==> config.mk <==
export PLATFORM = sky130hd
export DESIGN_NAME = cpu_bank_port
export DESIGN_NICKNAME = d
export VERILOG_FILES = /design/src/rtl/bank_port_pkg.sv /design/src/rtl/bank_port_regs.sv /design/src/rtl/bank_map_decode.sv /design/src/rtl/cpu_bank_port.sv
export SDC_FILE = /design/constraint.sdc
export NUM_CORES = 1
export LEC_CHECK = 0
export BUFFER_PORTS_ARGS = -buffer_cell sky130_fd_sc_hd__buf_2
export CAP_MARGIN = 20
export CORE_UTILIZATION = 40
export DETAILED_ROUTE_END_ITERATION = 10
export PLACE_DENSITY = 0.83
export SYNTH_ARGS = -nofsm -noshare
export SYNTH_HDL_FRONTEND = slang
export SYNTH_SLANG_ARGS = --single-unit
==> constraint.sdc <==
create_clock -name clk -period 1.9 [get_ports clk]
set_input_delay 0.285 -clock clk [delete_from_list [all_inputs] [get_ports clk]]
set_output_delay 0.285 -clock clk [all_outputs]
set_load 0.1 [all_outputs]
==> src/rtl/bank_port_pkg.sv <==
package bank_port_pkg;
    parameter int PORT_W = 8;
    parameter int ADDR_W = 16;
    parameter int BANK_W = 3;

    localparam int LO_BIT = 0;
    localparam int HI_BIT = 1;
    localparam int IO_BIT = 2;

    localparam logic [3:0] NIB_A = 4'hA;
    localparam logic [3:0] NIB_B = 4'hB;
    localparam logic [3:0] NIB_D = 4'hD;
    localparam logic [3:0] NIB_E = 4'hE;
    localparam logic [3:0] NIB_F = 4'hF;

    typedef struct packed {
        logic ram;
        logic basic;
        logic kernal;
        logic chr;
        logic io;
    } sel_t;

    typedef struct packed {
        logic [PORT_W-1:0] dir;
        logic [PORT_W-1:0] data;
    } port_regs_t;
endpackage

==> src/rtl/bank_port_regs.sv <==
module bank_port_regs
    import bank_port_pkg::*;
(
    input  logic              clk,
    input  logic              rst_n,
    input  logic [ADDR_W-1:0] addr,
    input  logic              we,
    input  logic [PORT_W-1:0] wdata,
    output port_regs_t        regs_q
);
    port_regs_t regs_d;

    always_comb begin
        regs_d = regs_q;
        if (we && addr == ADDR_W'(0)) regs_d.dir  = wdata;
        if (we && addr == ADDR_W'(1)) regs_d.data = wdata;
    end

    always_ff @(posedge clk) begin
        if (!rst_n) regs_q <= '0;
        else        regs_q <= regs_d;
    end

    // a direction store is visible next cycle
    p_dir_load_r2: assert property (@(posedge clk) disable iff (!rst_n)
        (we && addr == ADDR_W'(0)) |=> regs_q.dir == $past(wdata));
    // a data store is visible next cycle
    p_data_load_r3: assert property (@(posedge clk) disable iff (!rst_n)
        (we && addr == ADDR_W'(1)) |=> regs_q.data == $past(wdata));
    // registers hold without a write
    p_hold_r9: assert property (@(posedge clk) disable iff (!rst_n)
        !we |=> $stable(regs_q));
endmodule

==> src/rtl/bank_map_decode.sv <==
module bank_map_decode
    import bank_port_pkg::*;
(
    input  logic              clk,
    input  logic              rst_n,
    input  logic [ADDR_W-1:0] addr,
    input  logic              we,
    input  logic [BANK_W-1:0] bank,
    output sel_t              sel
);
    localparam int TOP = ADDR_W - 1;

    logic [3:0] nib;
    logic       win_a, win_d, win_e;
    logic       any_rom;

    always_comb begin
        nib     = addr[TOP -: 4];
        win_a   = (nib == NIB_A) || (nib == NIB_B);
        win_d   = (nib == NIB_D);
        win_e   = (nib == NIB_E) || (nib == NIB_F);
        any_rom = bank[LO_BIT] | bank[HI_BIT];
        sel     = '0;
        if (win_a && !we && bank[LO_BIT] && bank[HI_BIT]) begin
            sel.basic = 1'b1;
        end else if (win_e && !we && bank[HI_BIT]) begin
            sel.kernal = 1'b1;
        end else if (win_d && any_rom && bank[IO_BIT]) begin
            sel.io = 1'b1;
        end else if (win_d && any_rom && !we) begin
            sel.chr = 1'b1;
        end else begin
            sel.ram = 1'b1;
        end
    end

    // one select per cycle
    p_one_select_r10: assert property (@(posedge clk) disable iff (!rst_n)
        $countones(sel) == 1);
    // writes under ROM windows land in RAM
    p_write_under_rom_r7: assert property (@(posedge clk) disable iff (!rst_n)
        (we && (win_a || win_e)) |-> sel.ram);
    // outside the windows only RAM answers
    p_plain_ram_r12: assert property (@(posedge clk) disable iff (!rst_n)
        !(win_a || win_d || win_e) |-> sel.ram);
endmodule

==> src/rtl/cpu_bank_port.sv <==
module cpu_bank_port
    import bank_port_pkg::*;
#(
    parameter logic [PORT_W-1:0] PULLUP = '1
) (
    input  logic              clk,
    input  logic              rst_n,
    input  logic [ADDR_W-1:0] cpu_addr,
    input  logic              cpu_we,
    input  logic [PORT_W-1:0] cpu_wdata,
    input  logic [PORT_W-1:0] pin_in,
    output logic              sel_ram,
    output logic              sel_basic,
    output logic              sel_kernal,
    output logic              sel_char,
    output logic              sel_io,
    output logic              port_hit,
    output logic [PORT_W-1:0] port_rdata
);
    port_regs_t        regs_q;
    sel_t              sel;
    logic [PORT_W-1:0] eff_bits;
    logic [PORT_W-1:0] pin_view;

    bank_port_regs u_regs (
        .clk    (clk),
        .rst_n  (rst_n),
        .addr   (cpu_addr),
        .we     (cpu_we),
        .wdata  (cpu_wdata),
        .regs_q (regs_q)
    );

    for (genvar b = 0; b < PORT_W; b++) begin : g_bit
        assign eff_bits[b] = regs_q.dir[b] ? regs_q.data[b] : PULLUP[b];
        assign pin_view[b] = regs_q.dir[b] ? regs_q.data[b] : pin_in[b];
    end

    bank_map_decode u_dec (
        .clk   (clk),
        .rst_n (rst_n),
        .addr  (cpu_addr),
        .we    (cpu_we),
        .bank  (eff_bits[BANK_W-1:0]),
        .sel   (sel)
    );

    always_comb begin
        sel_ram    = sel.ram;
        sel_basic  = sel.basic;
        sel_kernal = sel.kernal;
        sel_char   = sel.chr;
        sel_io     = sel.io;
        port_hit   = !cpu_we && (cpu_addr == ADDR_W'(0) || cpu_addr == ADDR_W'(1));
        port_rdata = '0;
        if (port_hit) port_rdata = (cpu_addr[0]) ? pin_view : regs_q.dir;
    end

    // port addresses still reach RAM
    p_port_to_ram_r11: assert property (@(posedge clk) disable iff (!rst_n)
        (cpu_addr == ADDR_W'(0) || cpu_addr == ADDR_W'(1)) |-> sel_ram);
    // input pins keep bank bits high
    p_pullup_r8: assert property (@(posedge clk) disable iff (!rst_n)
        (regs_q.dir[BANK_W-1:0] == '0) |-> eff_bits[BANK_W-1:0] == '1);
endmodule

Word level (Yosys, flattened, before mapping) --
Index checks and enable logic that the tools add are counted. W data, S select, Z words.
Word-level totals: input port bits 35, flip-flop bits (word level) 16, output and inout port bits 14
Operators by class: mux-type cells 24, reductions and logical operators 16, bitwise gates (word level) 1, equal/unequal tests 6
Operators by type and width (number):
- $eq A4 B4 Y1 const B | 5
- $mux W1 | 20
- $eq A16 B1 Y1 const B | 1
- $logic_not A16 Y1 | 1
- $mux W8 | 2
- $logic_and A1 B1 Y1 | 11
- $logic_or A1 B1 Y1 | 3
- $mux W3 | 1
- $mux W2 | 1
- $logic_not A1 Y1 | 1
- $or A1 B1 Y1 | 1

Depth between registers and ports, before layout --
depth after elaboration 8, depth in mapped cells 5, mapped depth without buffers 4

By module --
A second synthesis with hierarchy kept.
Unflattened totals: cell total of the unflattened synthesis 113, area total of the unflattened synthesis 950.9 um^2
By module, submodules not included:
- bank_port_regs | area an instance 639.4 um^2, instances 1, cells an instance 67, seq. area each 320.3 um^2
- cpu_bank_port | area an instance 235.2 um^2, instances 1, cells an instance 35, seq. area each 0.0 um^2
- bank_map_decode | area an instance 76.3 um^2, instances 1, cells an instance 11, seq. area each 0.0 um^2

Least setup slack after synthesis --
Ideal clock, no wire load.
kind in2out, start point in cpu_addr[14], end point out port_rdata[0], path buffers 1, stages 5, path slack -1.728 ns, data arrival time 3.343 ns, cells stage by stage nor4_1 > nand4_1 > or2_1 > buf_6 > a211oi_1
On the way: longest elaborated chain between the ends 4, elaborated cells on any way between the ends 5
RTL lines:
- start: declaration | RTL line cpu_bank_port.sv:8 | input logic [ADDR_W-1:0] cpu_addr,
- $eq A16 B1 Y1 / $logic_not A16 Y1 (equally long branches) | RTL line cpu_bank_port.sv:54 | port_hit = !cpu_we && (cpu_addr == ADDR_W'(0) || cpu_addr == ADDR_W'(1));
- $logic_or A1 B1 Y1 * | RTL line cpu_bank_port.sv:54
- $logic_and A1 B1 Y1 * | RTL line cpu_bank_port.sv:54
- $mux W8 * | RTL line cpu_bank_port.sv:56 | if (port_hit) port_rdata = (cpu_addr[0]) ? pin_view : regs_q.dir;
- end: declaration | RTL line cpu_bank_port.sv:18 | output logic [PORT_W-1:0] port_rdata
Every way passes the cells marked *; elsewhere a longest branch is shown, timed or not.

Worst setup path in the final report --
start point in cpu_addr[5], end point out port_rdata[3]
The elaborated chain is that of the path after synthesis.

==> impl_metrics.py <==
metrics = {
    "yosys": {
        "mux_cell_area_share_after_synthesis_pct": 17.7,
        "ys_ff_latch": 16,
        "yosys.area.top_type_share_pct": 35.5,
        "warning_count_from_the_yosys_run": 0,
        "post_synth_fa_ha_maj_area_fraction_pct": 0,
        "synth_area_leaders": "dfxtp_1 (35%), mux2i_1 (18%), nand2_1 (11%)",
        "synthesis.area_per_instance_um2": 8.44,
        "yosys_most_used_dff": "dfxtp_1",
        "synthArstFlopShare_pct": 0,
        "synth_simple_gate_area_share_pct": 23.4,
        "synth_cell_types": 23,
        "synth-edff-count": 0,
        "synthXorXnorAreaFrac_pct": 0,
        "synth_top_family_by_area": "simple AND/OR/NAND/NOR gates",
        "synth_most_common_cell": "nand2_1",
        "synth_top_cell_by_area": "dfxtp_1",
        "synth-compound-area-share_pct": 17.2,
        "syn_nets": 142,
        "seq_area_frac_synth_pct": 35.5,
        "synthTopCellsByCount": "nand2_1 (26), dfxtp_1 (16), mux2i_1 (16)",
        "netlist_area_um2": 903,
        "syn_inst": 107,
    },
    "finish": {
        "final_design_area_no_fill_mm2": 0.00179,
        "max_flop_register": "u_regs.regs_q",
        "reg_top3": "u_regs.regs_q x16",
        "layout_stage_area_growth_over_the_synthesis_result_pct": 98.3,
        "fin_nets": 205,
        "largest_reg_flops": 16,
        "insertedDiodeCount": 0,
        "final_core_utilization_pct": 87.7,
        "fraction_of_layout_instances_using_a_drive_strength_above_1_pct": 52.7,
    },
    "global_routing": {
        "grt.overflow.total": 0,
        "grt_first_pass_wirelength_um": 5600,
        "grt_antenna_before_repair": 0,
        "groute.usage.overall_pct": 31.6,
        "largest_net_degree_at_the_start_of_global_routing": 25,
        "grt_pass1_vias": 1129,
    },
    "clocking": {
        "clock_tree.htree_level_count": 1,
        "tritoncts_num_sinks": 16,
        "clkLatencyLatePin_ns": 0.29,
        "ctsRootBufferMaster": "clkbuf_4",
        "cts.clk_slew.worst_paths_ns": 0.09,
        "tritoncts_clock_tree": "done",
        "number_of_hold_buffers_added_after_cts": 0,
        "tritoncts.num_buffers": 3,
        "clk_path_buf_depth": 2,
    },
    "run_status": {
        "violations": "negative setup slack",
        "outcome": "complete, but fails checks",
    },
    "floorplanning": {
        "boundaryPins": 49,
        "die_area_mm2": 0.00245,
        "die_height_um": 49.5,
        "core_region_area_mm2": 0.00204,
        "floorplan.rows": 16,
        "effective_utilization_at_floorplan_pct": 44.2,
        "chipWidth_um": 49.5,
    },
    "sta": {
        "final-max-slew-violation-count": 0,
        "worst_clock_skew_ns": 0,
        "fin_crit_sh_pct": 106,
        "tightestPinTransition_ns": 0.444,
        "final_hold_viol_count": 0,
        "grt_setup_unrepaired": "true",
        "slew_headroom_pct": 70.4,
        "setup_slack_ns": -0.122,
        "clock.fmax_mhz": 495,
        "timing.hold.ws_ns": 0.261,
        "setup-violations-final": 8,
        "shortest_period_the_worst_path_allows_ns": 2.02,
    },
    "setup_path": {
        "worst_setup_sp_type": "input port",
        "crit_arrival_ns": 1.74,
        "r2r_slack_ns": 1.15,
        "critical_path.max_fanout": 5,
        "timing.critical_path.to_type": "output pin",
        "worstReg2RegStart": "u_regs.regs_q[12]",
        "timing.critical_path.mode_cell": "buf_12",
        "ff2ff_path_depth": 2,
        "type_of_the_setup_path_with_the_least_slack": "input port to output pin",
        "worst_path_largest_cell_delay_ns": 0.29,
        "required_time_of_the_critical_path_ns": 1.62,
        "timing.critical_path.cells": "buf_6 -> nor4_4 -> nand4_1 -> or2_4 -> buf_12 -> a311oi_4 -> buf_12",
        "worst_path_max_delay_cell": "or2_4",
        "rr_endpoint": "u_regs.regs_q[12]",
    },
    "placed_design": {
        "place.port_buffers": 48,
        "pre_cts_slack_ns": -0.121,
        "place.gp.congestion": 0.758,
        "placedInstanceArea_mm2": 0.00162,
        "hpwl_after_detailed_placement_um": 2400,
    },
    "worst_hold_path": {
        "worst_hold_path_type": "input port to flip-flop",
        "hp-start": "cpu_wdata[6]",
        "hold_path_depth": 3,
        "min_to": "u_regs.regs_q[14]",
    },
    "pwr": {
        "internal_power_uw": 521,
        "power.net_switching_uw": 202,
        "share_of_power_burned_in_the_clock_network_pct": 31.5,
        "irDropWorstVdd_mv": 0.521,
        "share_seq_of_total_power_pct": 46.3,
        "design_power_total_uw": 723,
        "power_per_cell_area_mw_per_mm2": 403,
        "cell_leakage_power_nw": 0.664,
        "power.combinational.fraction_pct": 22.1,
        "switching_share_pct": 27.9,
    },
    "flow_run": {
        "max_cap_violations": 0,
    },
    "routing": {
        "wire_per_inst_um": 19.3,
        "post_drt_via_cell_ratio": 5.64,
        "route.antenna.remaining_nets": 0,
        "detail_route.iter0.violations": 26,
        "drt-pass1-iter-count": 4,
        "routed-via-count": 1105,
        "drcViolationCount": 0,
        "routed_wl_um": 3780,
    },
}
placed cells by master (no fill, tap or decap):
cell      count
buf_2        28
nor2b_4       1
a21oi_4       1
a21o_1        1
or2_4         1
nor3b_4       2
nand4b_1      1
a311oi_4      5
nor3_1        1
and2_1        1
nor3_4        1
nor2b_2       1
buf_16        1
nor2b_1       1
clkbuf_8      1
mux2i_1      16
nand4_1       1
buf_8         2
buf_4        14
inv_1         6
buf_12       15
dfxtp_1      16
nor4_4        3
nand2_1      26
clkbuf_4      3
nor2_2        2
nor3b_2       1
nand2b_1      1
buf_6         4
a211oi_4      3
a21oi_1       9
worst max-delay path by stage:
stage                 startpoint            end  slack (ns)  cells past startpoint
global placement    cpu_addr[12]  port_rdata[6]       -0.06                      7
global route         cpu_addr[5]  port_rdata[3]       -0.19                      7
finish               cpu_addr[5]  port_rdata[3]       -0.12                      7
CTS                  cpu_addr[5]  port_rdata[3]        -0.1                      7
floorplan            cpu_addr[5]  port_rdata[3]       -0.39                      5
detailed placement  cpu_addr[12]  port_rdata[3]       -0.12                      7
cell type report:
cell class / instances / area [um2]
Fill cell: 92 / 250
Sequential cell: 16 / 320
Inverter: 6 / 22.5
Multi-Input combinational cell: 79 / 731
Clock buffer: 4 / 36.3
Timing Repair Buffer: 64 / 648
Tap cell: 27 / 33.8
power groups by stage:
stage	combinational (mW)	clock [mW]	sequential, mW
after CTS	0.147	0.227	0.335
after detailed placement	0.138	0	0.343
after global routing	0.166	0.251	0.335
final	0.160	0.228	0.335
after global placement	0.131	0	0.343
after floorplan	0.0654	0	0.343
layer usage:
metal	part of all wire (%)	GRT usage, %
met1	35	30.8
met2	55	55.2
met3	3.7	7.72
met4	6.3	27.1
met5	0	0
worst max-delay path, delay by kind of cell:
family | cells | cell delay (ns)
AO/OA/AOI/OAI | 1 | 0.27
AND/OR/NAND/NOR | 3 | 0.70
buffers and inverters | 3 | 0.47
logic make-up (layout without fill, tap and decap cells):
logic type,count (synthesis),after routing
simple gates,44,44
mux,16,16
buf+inv,12,74
flops,16,16
compound gates,19,19
what timing repair did:
action                     CTS  global route
gates resized for setup     11             5
pin swaps                    1             3
hold endpoints to repair     0             0
setup endpoints to repair   10            11
cloned                       1             0
buffers inserted             1             4
through the flow:
step                TNS (ns)  instances
floorplan              -3.06        107
global placement      -0.380        186
detailed placement    -0.747        186
CTS                   -0.493        192
global route           -1.34        196
finish                -0.672        196
(Power assumes the default switching activity.)
